==> src/rtl/exc_pkg.sv <==
package exc_pkg;
  localparam int NSRC = 5;
  localparam int IDX_RST = 0;
  localparam int IDX_TRC = 1;
  localparam int IDX_DTR = 2;
  localparam int IDX_IRQ = 3;
  localparam int IDX_TRP = 4;
  typedef logic [NSRC-1:0] src_vec_t;
endpackage

==> src/rtl/exc_rst_sync.sv <==
module exc_rst_sync #(
  parameter int STAGES = 2
) (
  input  logic clk,
  input  logic pin_n,
  output logic level,
  output logic rise
);
  logic [STAGES-1:0] shift_q;
  logic              level_d;

  // Assert asynchronously with the pin, release through the chain.
  always_ff @(posedge clk or negedge pin_n) begin
    if (!pin_n) shift_q <= '0;
    else        shift_q <= {shift_q[STAGES-2:0], 1'b1};
  end

  assign level = shift_q[STAGES-1];

  always_ff @(posedge clk or negedge pin_n) begin
    if (!pin_n) level_d <= 1'b0;
    else        level_d <= level;
  end

  assign rise = level & ~level_d;
endmodule

==> src/rtl/exc_pending.sv <==
module exc_pending #(
  parameter int N = 5
) (
  input  logic         clk,
  input  logic         clr_all,
  input  logic [N-1:0] set,
  input  logic [N-1:0] take,
  output logic [N-1:0] eff
);
  for (genvar i = 0; i < N; i++) begin : g_flag
    logic flag_q;
    always_ff @(posedge clk) begin
      if (clr_all) flag_q <= 1'b0;
      else         flag_q <= (flag_q | set[i]) & ~take[i];
    end
    // A fresh request competes in the cycle it arrives.
    assign eff[i] = flag_q | set[i];
  end
endmodule

==> src/rtl/exc_prio_enc.sv <==
module exc_prio_enc #(
  parameter int N = 5
) (
  input  logic [N-1:0] req,
  output logic [N-1:0] grant
);
  always_comb begin
    logic found;
    found = 1'b0;
    grant = '0;
    for (int i = 0; i < N; i++) begin
      if (req[i] && !found) begin
        grant[i] = 1'b1;
        found    = 1'b1;
      end
    end
  end

  always_comb begin
    assert_grant_onehot_R3: assert ($onehot0(grant));
    assert_grant_requested_R3: assert ((grant & ~req) == '0);
  end
endmodule

==> src/rtl/exc_arbiter.sv <==
module exc_arbiter
  import exc_pkg::*;
#(
  parameter int                SYNC_STAGES = 2,
  parameter int                ICM_W       = 2,
  parameter logic [ICM_W-1:0]  TRACE_MODE  = ICM_W'(2)
) (
  input  logic             clk,
  input  logic             res_pin_n,
  input  logic             wdt_ovf,
  input  logic             trace_en,
  input  logic [ICM_W-1:0] icm,
  input  logic             insn_done,
  input  logic             insn_rte,
  input  logic             insn_ccr_mod,
  input  logic             irq_req,
  input  logic             trap_strobe,
  input  logic             dtr_event,
  output logic [NSRC-1:0]  exc_accept,
  output logic             exc_start,
  output logic             reset_hold
);
  logic     run_s;
  logic     run_rise;
  src_vec_t set_v;
  src_vec_t eff_v;
  src_vec_t elig_v;
  src_vec_t grant_v;
  src_vec_t acc_q;
  logic     post_rst_q;
  logic     clr_all;

  exc_rst_sync #(.STAGES(SYNC_STAGES)) u_sync (
    .clk   (clk),
    .pin_n (res_pin_n),
    .level (run_s),
    .rise  (run_rise)
  );

  assign reset_hold = ~run_s;

  always_comb begin
    set_v          = '0;
    set_v[IDX_RST] = run_rise | wdt_ovf;
    set_v[IDX_TRC] = insn_done & trace_en & (icm == TRACE_MODE) & ~insn_rte;
    set_v[IDX_DTR] = dtr_event;
    set_v[IDX_IRQ] = irq_req;
    set_v[IDX_TRP] = trap_strobe;
  end

  assign clr_all = ~run_s | grant_v[IDX_RST];

  exc_pending #(.N(NSRC)) u_pend (
    .clk     (clk),
    .clr_all (clr_all),
    .set     (set_v),
    .take    (grant_v),
    .eff     (eff_v)
  );

  always_comb begin
    elig_v          = eff_v;
    elig_v[IDX_TRC] = eff_v[IDX_TRC] & insn_done;
    elig_v[IDX_IRQ] = eff_v[IDX_IRQ] & insn_done & ~insn_ccr_mod & ~post_rst_q;
    if (!run_s) elig_v = '0;
  end

  exc_prio_enc #(.N(NSRC)) u_enc (
    .req   (elig_v),
    .grant (grant_v)
  );

  always_ff @(posedge clk) begin
    if (!run_s) begin
      acc_q      <= '0;
      post_rst_q <= 1'b0;
    end else begin
      acc_q <= grant_v;
      if (grant_v[IDX_RST])  post_rst_q <= 1'b1;
      else if (insn_done)    post_rst_q <= 1'b0;
    end
  end

  assign exc_accept = acc_q & {NSRC{run_s}};
  assign exc_start  = |exc_accept;

  assert_start_onehot_R9: assert property (@(posedge clk) disable iff (!run_s)
    exc_start |-> $countones(exc_accept) == 1);

  assert_irq_at_boundary_R6: assert property (@(posedge clk) disable iff (!run_s)
    exc_accept[IDX_IRQ] |-> $past(insn_done) && !$past(insn_ccr_mod));

  assert_trace_mode_R4: assert property (@(posedge clk) disable iff (!run_s)
    exc_accept[IDX_TRC] |-> $past(insn_done) && $past(trace_en) && ($past(icm) == TRACE_MODE));

  assert_no_trace_after_rte_R5: assert property (@(posedge clk) disable iff (!run_s)
    exc_accept[IDX_TRC] |-> !$past(insn_rte));
endmodule

==> config.mk <==
export PLATFORM = sky130hd
export DESIGN_NAME = exc_arbiter
export DESIGN_NICKNAME = d
export VERILOG_FILES = /design/src/rtl/exc_pkg.sv /design/src/rtl/exc_rst_sync.sv /design/src/rtl/exc_pending.sv /design/src/rtl/exc_prio_enc.sv /design/src/rtl/exc_arbiter.sv
export SDC_FILE = /design/constraint.sdc
export NUM_CORES = 1
export LEC_CHECK = 0
export BUFFER_PORTS_ARGS = -buffer_cell sky130_fd_sc_hd__buf_2
export CAP_MARGIN = 20
export CORE_MARGIN = 10
export CORE_UTILIZATION = 40
export DETAILED_ROUTE_END_ITERATION = 12
export PLACE_DENSITY = 0.66
export SYNTH_ARGS = -nofsm -noshare
export SYNTH_HDL_FRONTEND = slang
export SYNTH_SLANG_ARGS = --single-unit
==> constraint.sdc <==
create_clock -name clk -period 2.8 [get_ports clk]
set_input_delay 0.42 -clock clk [delete_from_list [all_inputs] [get_ports clk]]
set_output_delay 0.42 -clock clk [all_outputs]
set_load 0.03 [all_outputs]
==> metrics.md, run 1 <==
| Metric | Value |
|---|---|
| Status | completed |
| Synthesis-to-finish area growth | 25.67% |
| Most frequent cells after synthesis | dfxtp_1, nor2_1, and2_1 |
| DRC viols | 0 |
| Die ar. | 3299 µm² |
| Max cap viols | 0 |
| Reg2reg setup slack | 1.49 ns |
| Io pins | 19 |
| Syn_nets | 63 |
| CP Data Arrival Time | 1.70 ns |
| Via Count | 437 |
| Routed len/inst | 12.44 µm |
| HPWL after detailed placement | 867.6 µm |
| N_diodes | 0 |
| Core Rows | 13 |
| Worst-skew pair later-pin latency | 0.28 ns |
| Worst-path clk slew | 0.08 ns |
| Die Y | 57.44 µm |
| Initial cell density of the core | 0.4255 |
| Area leader, netlist | dfxtp_1 |
| First drt pass iteration count | 4 |
| Register area | 295.3 µm² |
| Clock Skew | 0.005524 ns |
| Library cells used by synthesis | 26 |
| Seq cells post-synth | 14 |
| Pleak | 0.3311 nW |
| Share of the clock period used by the worst path | 0.7569 |
| Yosys top cell area share | 0.3929 |
| Final ANT Viol Nets | 0 |
| Top FF cell, synth | dfxtp_1 |
| Count leader, synth | dfxtp_1 |
| Max-slew violation count | 0 |
| Die width | 57.44 µm |
| Fmax | 0.4719 GHz |
| Final WL | 1095 µm |
| Hold Violations, Final | 0 |
| Tot GR Track Use | 0.06866 |
| Seq/Total Area, Yosys | 0.5268 |
| EDFF count, synth | 0 |
| Async S/R FF share, synth | 0.2143 |
| H-tree depth | 1 |
| Core footprint | 1318 µm² |
| R2r worst-path depth | 3 |
| Fillcell total | 125 |
| WS Path Type | flip-flop to output pin |
| Largest net degree at the start of global routing | 13 |
| Placer Congestion | 0.7310 |
| Setup tns final | 0 ns |
| Req. time, crit path | 2.38 ns |
| Final number of setup-violating endpoints | 0 |
| Unrepaired setup endpoints after global routing | false |
| Vias per std cell | 4.966 |
| Hold path cells | 0 |
| WHS | 0.3643 ns |
| Syn Inst Count | 51 |
| # resized after CTS | 0 |
| Fraction of final layout cells sized beyond drive strength 1 | 0.3836 |
| Clk root buf | clkbuf_4 |
| Cts bufs inserted | 3 |
| CTS tree | built |
| Cell Pwr Density | 552.7 nW/µm² |
| Global-route wire length before repair | 1731 µm |
| Gr ovfl total | 0 |
| Antenna violations before repair | 0 |
| Mean Syn Cell Area | 10.99 µm² |
| Nets | 86 |
| Hold WC Path Type | flip-flop to flip-flop |
| Top area cells in the synthesized netlist | dfxtp_1, dfrtp_1, and2_1 |
| CTS Sinks | 14 |
| DR iter-0 viols | 14 |
| VDD IR max | 0.0003545 V |
| Vias in the first global route | 414 |
| Synth Warn # | 0 |
| Setup crit start kind | flip-flop |
| CTS Buffer Depth | 2 |
| IO buf count | 18 |
| Multi-input logic area | 250.2 µm² |
| # Post-CTS Setup Buffers | 0 |
| Crit end category | output pin |
| Final Critical Period | 2.119 ns |
| Worst-path fanout max | 12 |
| Syn Std Cell Area | 560.5 µm² |
placed cells by master (no fill, tap or decap):
master	netlist	final
and2_1	4	4
or4_1	1	1
clkbuf_8	0	1
o2bb2ai_2	1	1
or3_1	1	1
dlygate4sd3_1	0	1
and2_4	1	1
conb_1	2	2
nor3b_2	1	1
inv_1	1	1
dfxtp_1	11	11
nand3b_1	1	1
and4bb_2	1	1
and4_1	1	1
nand2_4	1	1
nor4_2	1	1
nor3b_1	2	2
nor2_1	6	6
and4b_1	2	2
a31oi_1	1	1
dfrtp_1	3	3
clkbuf_4	0	3
o21ai_0	2	2
or4b_1	1	1
buf_2	0	18
o21bai_1	1	1
a21oi_1	2	2
nand2b_1	1	1
o211ai_1	1	1
per-stage QoR:
step	total power [mW]	area, µm²	setup slack, ns	utilization	std cells
global route	0.4085	704.4	0.5837	0.5347	88
CTS	0.3951	704.4	0.6553	0.5347	88
detailed placement	0.2497	658.1	0.9685	0.4995	83
floorplan	0.2358	560.5	0.9215	-	51
global placement	0.2492	658.1	0.9977	0.4995	83
finish	0.3893	704.4	0.6808	0.5347	88
power breakdown:
part	total (mW)	switching, mW	internal, mW
Sequential	0.210	0.00438	0.205
Combinational	0.0361	0.0196	0.0165
Clock	0.144	0.0643	0.0792
state kept, by name, summed over array words and instances, names as in the netlist:
| signal | flops |
|---|---|
| u_sync.level_d | 1 |
| post_rst_q | 1 |
| u_pend.g_flag.flag_q | 5 |
| u_sync.shift_q | 2 |
| acc_q | 5 |
path summary, 6_finish.rpt:
kind / startpoint / to
setup / recovery: u_sync.shift_q[1]$_DFF_PN0_ / exc_start
hold / removal: u_sync.shift_q[0]$_DFF_PN0_ / u_sync.shift_q[1]$_DFF_PN0_
setup reg to reg: u_sync.shift_q[1]$_DFF_PN0_ / u_pend.g_flag[4].flag_q$_SDFF_PP0_
hold reg to reg: u_sync.shift_q[0]$_DFF_PN0_ / u_sync.shift_q[1]$_DFF_PN0_
max in group asynchronous: res_pin_n / u_sync.shift_q[1]$_DFF_PN0_
min in group asynchronous: res_pin_n / u_sync.level_d$_DFF_PN0_
layer usage:
metal	up-vias	wire (µm)	track usage
li1	225	-	-
met1	191	440	0.06444
met2	16	494	0.09356
met3	5	133	0.06195
met4	0	27	0.05034
met5	-	0	0
worst max-delay path, cell delays in order, from the launching register on:
cell and delay [ns]:
dfrtp_1 0.51, and2_4 0.22, or4b_1 0.50, buf_2 0.19
cell type report:
class,count,area share
multi-input cells,35,0.3552
well taps,15,0.02664
repair buffers,19,0.1421
inverters,1,0.005329
clock buffers,4,0.05151
flip-flops and latches,14,0.4192
kinds of logic (layout without fill, tap and decap cells):
family                 Yosys count  count (layout)  share of synthesized area
buffers and inverters            2              24                    0.02678
other                            2               2                    0.01340
AO/OA/AOI/OAI                    8               8                     0.1005
flip-flops                      14              14                     0.5268
AND/OR/NAND/NOR                 25              25                     0.3326
what timing repair did:
item	in CTS	in global routing
hold buffers	1	0
endpoints found under the setup margin	0	0
hold endpoints to repair	3	0
Power figures use the tool's default switching activity.
==> inputs of run 2 (changes only) <==
- ABC_AREA: unset -> 1
- PLACE_DENSITY: 0.66 -> 0.68
- clock period: 2.8 -> 1.8 ns (I/O delays scaled with it)
==> run 2 against run 1 <==
Compared with the run above: worst setup slack lost 0.53 ns; first-iteration DRC count decreased by 86%; global-route usage rose by 0.32 points; flip-flop and latch count unchanged; critical path depth increased by 2; combinational power is 93% higher; hold slack got worse by 0.15 ns; non-clock buffer count unchanged; synthesized cell count increased by 51%; clock skew is 0.0028 ns lower; critical path type unchanged; sequential power grew 57%; total power rose by 60%.
==> metrics.md, run 2 <==
| Metric | Value |
|---|---|
| CTS tree | built |
| CTS Buffer Depth | 2 |
| Syn_nets | 89 |
| Library cells used by synthesis | 20 |
| Largest net degree at the start of global routing | 16 |
| Synthesis-to-finish area growth | 24.32% |
| Cell Pwr Density | 839.4 nW/µm² |
| Io pins | 19 |
| Placer Congestion | 0.7717 |
| Final WL | 1169 µm |
| Via Count | 490 |
| Die Y | 58.63 µm |
| Yosys top cell area share | 0.3690 |
| Share of the clock period used by the worst path | 0.9177 |
| CP Data Arrival Time | 1.38 ns |
| Reg2reg setup slack | 0.61 ns |
| Async S/R FF share, synth | 0.2143 |
| Vias in the first global route | 503 |
| Fillcell total | 142 |
| Final std cells w/o fill | 114 |
| Register area | 296.5 µm² |
| DRC viols | 0 |
| IO buf count | 18 |
| Worst-path clk slew | 0.08 ns |
| Post-synthesis mux area share | 0 |
| DR iter-0 viols | 2 |
| Area leader, netlist | dfxtp_1 |
| Unrepaired setup endpoints after global routing | false |
| Reg2Reg Capture Point | u_pend.g_flag[4].flag_q$_SDFF_PP0_ |
| Cells along the critical path | nand2_1, inv_2, nor3_1, nand3_1, buf_2 |
| Delay-heaviest family, CP | flip-flops |
| # Post-CTS Setup Buffers | 0 |
| Top flop regs | acc_q: 5 flops, u_pend.g_flag.flag_q: 5 flops, u_sync.shift_q: 2 flops |
| Status | completed |
| Die ar. | 3437 µm² |
| Gr ovfl total | 0 |
| Total power | 0.6228 mW |
| Final number of setup-violating endpoints | 0 |
| Final ANT Viol Nets | 0 |
| Crit end category | output pin |
| Simple-gate share of the synthesized area | 0.2935 |
| Synth Area in Compound Gates | 0.06080 |
| Placed Cells | 109 |
| Multi-input logic area | 219.0 µm² |
| Pleak | 0.4450 nW |
| Setup tns final | 0 ns |
| Worst-skew pair later-pin latency | 0.28 ns |
| Initial cell density of the core | 0.4421 |
| Hold path cells | 2 |
| Synth Area in XOR/XNOR | 0 |
| Hold WC Path Type | input port to flip-flop |
| Hold endpoint | post_rst_q$_SDFFE_PN0P_ |
| Synth Warn # | 0 |
| Nets | 112 |
| Worst-path fanout max | 15 |
| R2r worst-path depth | 6 |
| VDD IR max | 0.0008686 V |
| Top area cells in the synthesized netlist | dfxtp_1, dfrtp_1, nand2_1 |
| Syn Inst Count | 77 |
| N_diodes | 0 |
| Clock Skew | 0.002698 ns |
| Setup crit start kind | flip-flop |
| Antenna violations before repair | 0 |
| Seq/Total Area, Yosys | 0.4948 |
| Most frequent cells after synthesis | nand2_1, dfxtp_1, inv_1 |
| Buffers and inverters on the worst path | 2 |
| Most frequent cells in the layout | buf_2, nand2_1, inv_1, dfxtp_1, nor2_1 |
| HPWL after detailed placement | 992.9 µm |
| Final Critical Period | 1.652 ns |
| Max cap viols | 0 |
| Synth Area in Adders | 0 |
| Largest stage delay, worst path | 0.52 ns |
| First drt pass iteration count | 3 |
| Count leader, synth | nand2_1 |
| Top FF cell, synth | dfxtp_1 |
| H-tree depth | 1 |
| Hold Violations, Final | 0 |
| Commonest non-fill, non-tap cell in the layout | buf_2 |
| Syn Std Cell Area | 596.8 µm² |
| Core Rows | 13 |
| EDFF count, synth | 0 |
| Cts bufs inserted | 3 |
| Routed len/inst | 10.25 µm |
| Core footprint | 1350 µm² |
| Die width | 58.63 µm |
| CTS Sinks | 14 |
| Hold_sp | insn_done |
| Tot GR Track Use | 0.07186 |
| Max-slew violation count | 0 |
| RR Startpoint | u_sync.shift_q[1]$_DFF_PN0_ |
| Crit path max-delay cell type | dfrtp_2 |
| Seq cells post-synth | 14 |
| Req. time, crit path | 1.53 ns |
| Mean Syn Cell Area | 7.751 µm² |
| WS Path Type | flip-flop to output pin |
| Stages on worst setup path | 5 |
| Vias per std cell | 4.298 |
| Main combinational cell family by area after synthesis | simple AND/OR/NAND/NOR gates |
| Global-route wire length before repair | 1938 µm |
| Fmax | 0.6054 GHz |
| Fraction of final layout cells sized beyond drive strength 1 | 0.3838 |
| Clk root buf | clkbuf_4 |
==> run 2: worst reg2reg max path: cells and delay by family (launching register included) <==
family / cells / cell delay (ns)
flops: 1 / 0.52
simple gates: 4 / 0.37
compound gates: 1 / 0.17
buf+inv: 1 / 0.03
==> run 2: power by group <==
part	total, mW	switching [mW]	internal, mW	leakage [nW]
registers	0.330	0.00838	0.322	0.124
logic	0.0696	0.0419	0.0278	0.300
clock network	0.223	0.0997	0.123	0.0210
total	0.623	0.150	0.473	0.445
==> run 2: cells by family (layout without fill, tap and decap cells) <==
kind of cell,Yosys count,in the layout
simple gates,36,36
flops,14,14
compound gates,5,5
buf+inv,20,42
other cells,2,2
==> run 2: layout make-up <==
| type | instances | share of cell area |
|---|---|---|
| sequential | 14 | 0.3997 |
| multi-input combinational | 43 | 0.2951 |
| timing repair buffer | 19 | 0.1349 |
| inverter | 19 | 0.09612 |
| clock buffer | 4 | 0.04890 |
| tap | 15 | 0.02530 |
==> run 2: worst max path at each step <==
stage	from	endpoint	slack [ns]
finish	u_sync.shift_q[1]$_DFF_PN0_	exc_start	0.15
global route	u_sync.shift_q[1]$_DFF_PN0_	exc_start	0.07
CTS	u_sync.shift_q[1]$_DFF_PN0_	exc_start	0.04
detailed placement	u_sync.shift_q[1]$_DFF_PN0_	exc_start	0.36
global placement	u_sync.shift_q[1]$_DFF_PN0_	exc_start	0.40
floorplan	u_sync.shift_q[1]$_DFF_PN0_	exc_start	0.38
==> run 2: through the flow <==
stage                     area, µm²  hold slack (ns)    util  setup WS [ns]
after floorplan               596.8         -0.02559       -         0.3824
after CTS                     740.7           0.2080  0.5487        0.03609
after global placement        694.4          0.06596  0.5144         0.3987
final                         742.0           0.2105  0.5496         0.1482
after global routing          742.0           0.2157  0.5496        0.07499
after detailed placement      694.4          0.06939  0.5144         0.3598
==> run 2: timing repair <==
action,CTS,global route
endpoints found under the setup margin,0,1
hold buffers,1,0
endpoints found under the hold margin,3,0
gates resized for setup,0,1
==> run 2: routing by layer <==
metal  vias up  part of all wire  GRT usage
met5         -                 0          0
met2        17              0.48     0.1214
li1        264                 -          -
met4         0            0.0068    0.01967
met1       207              0.38    0.06487
met3         2              0.13    0.05794
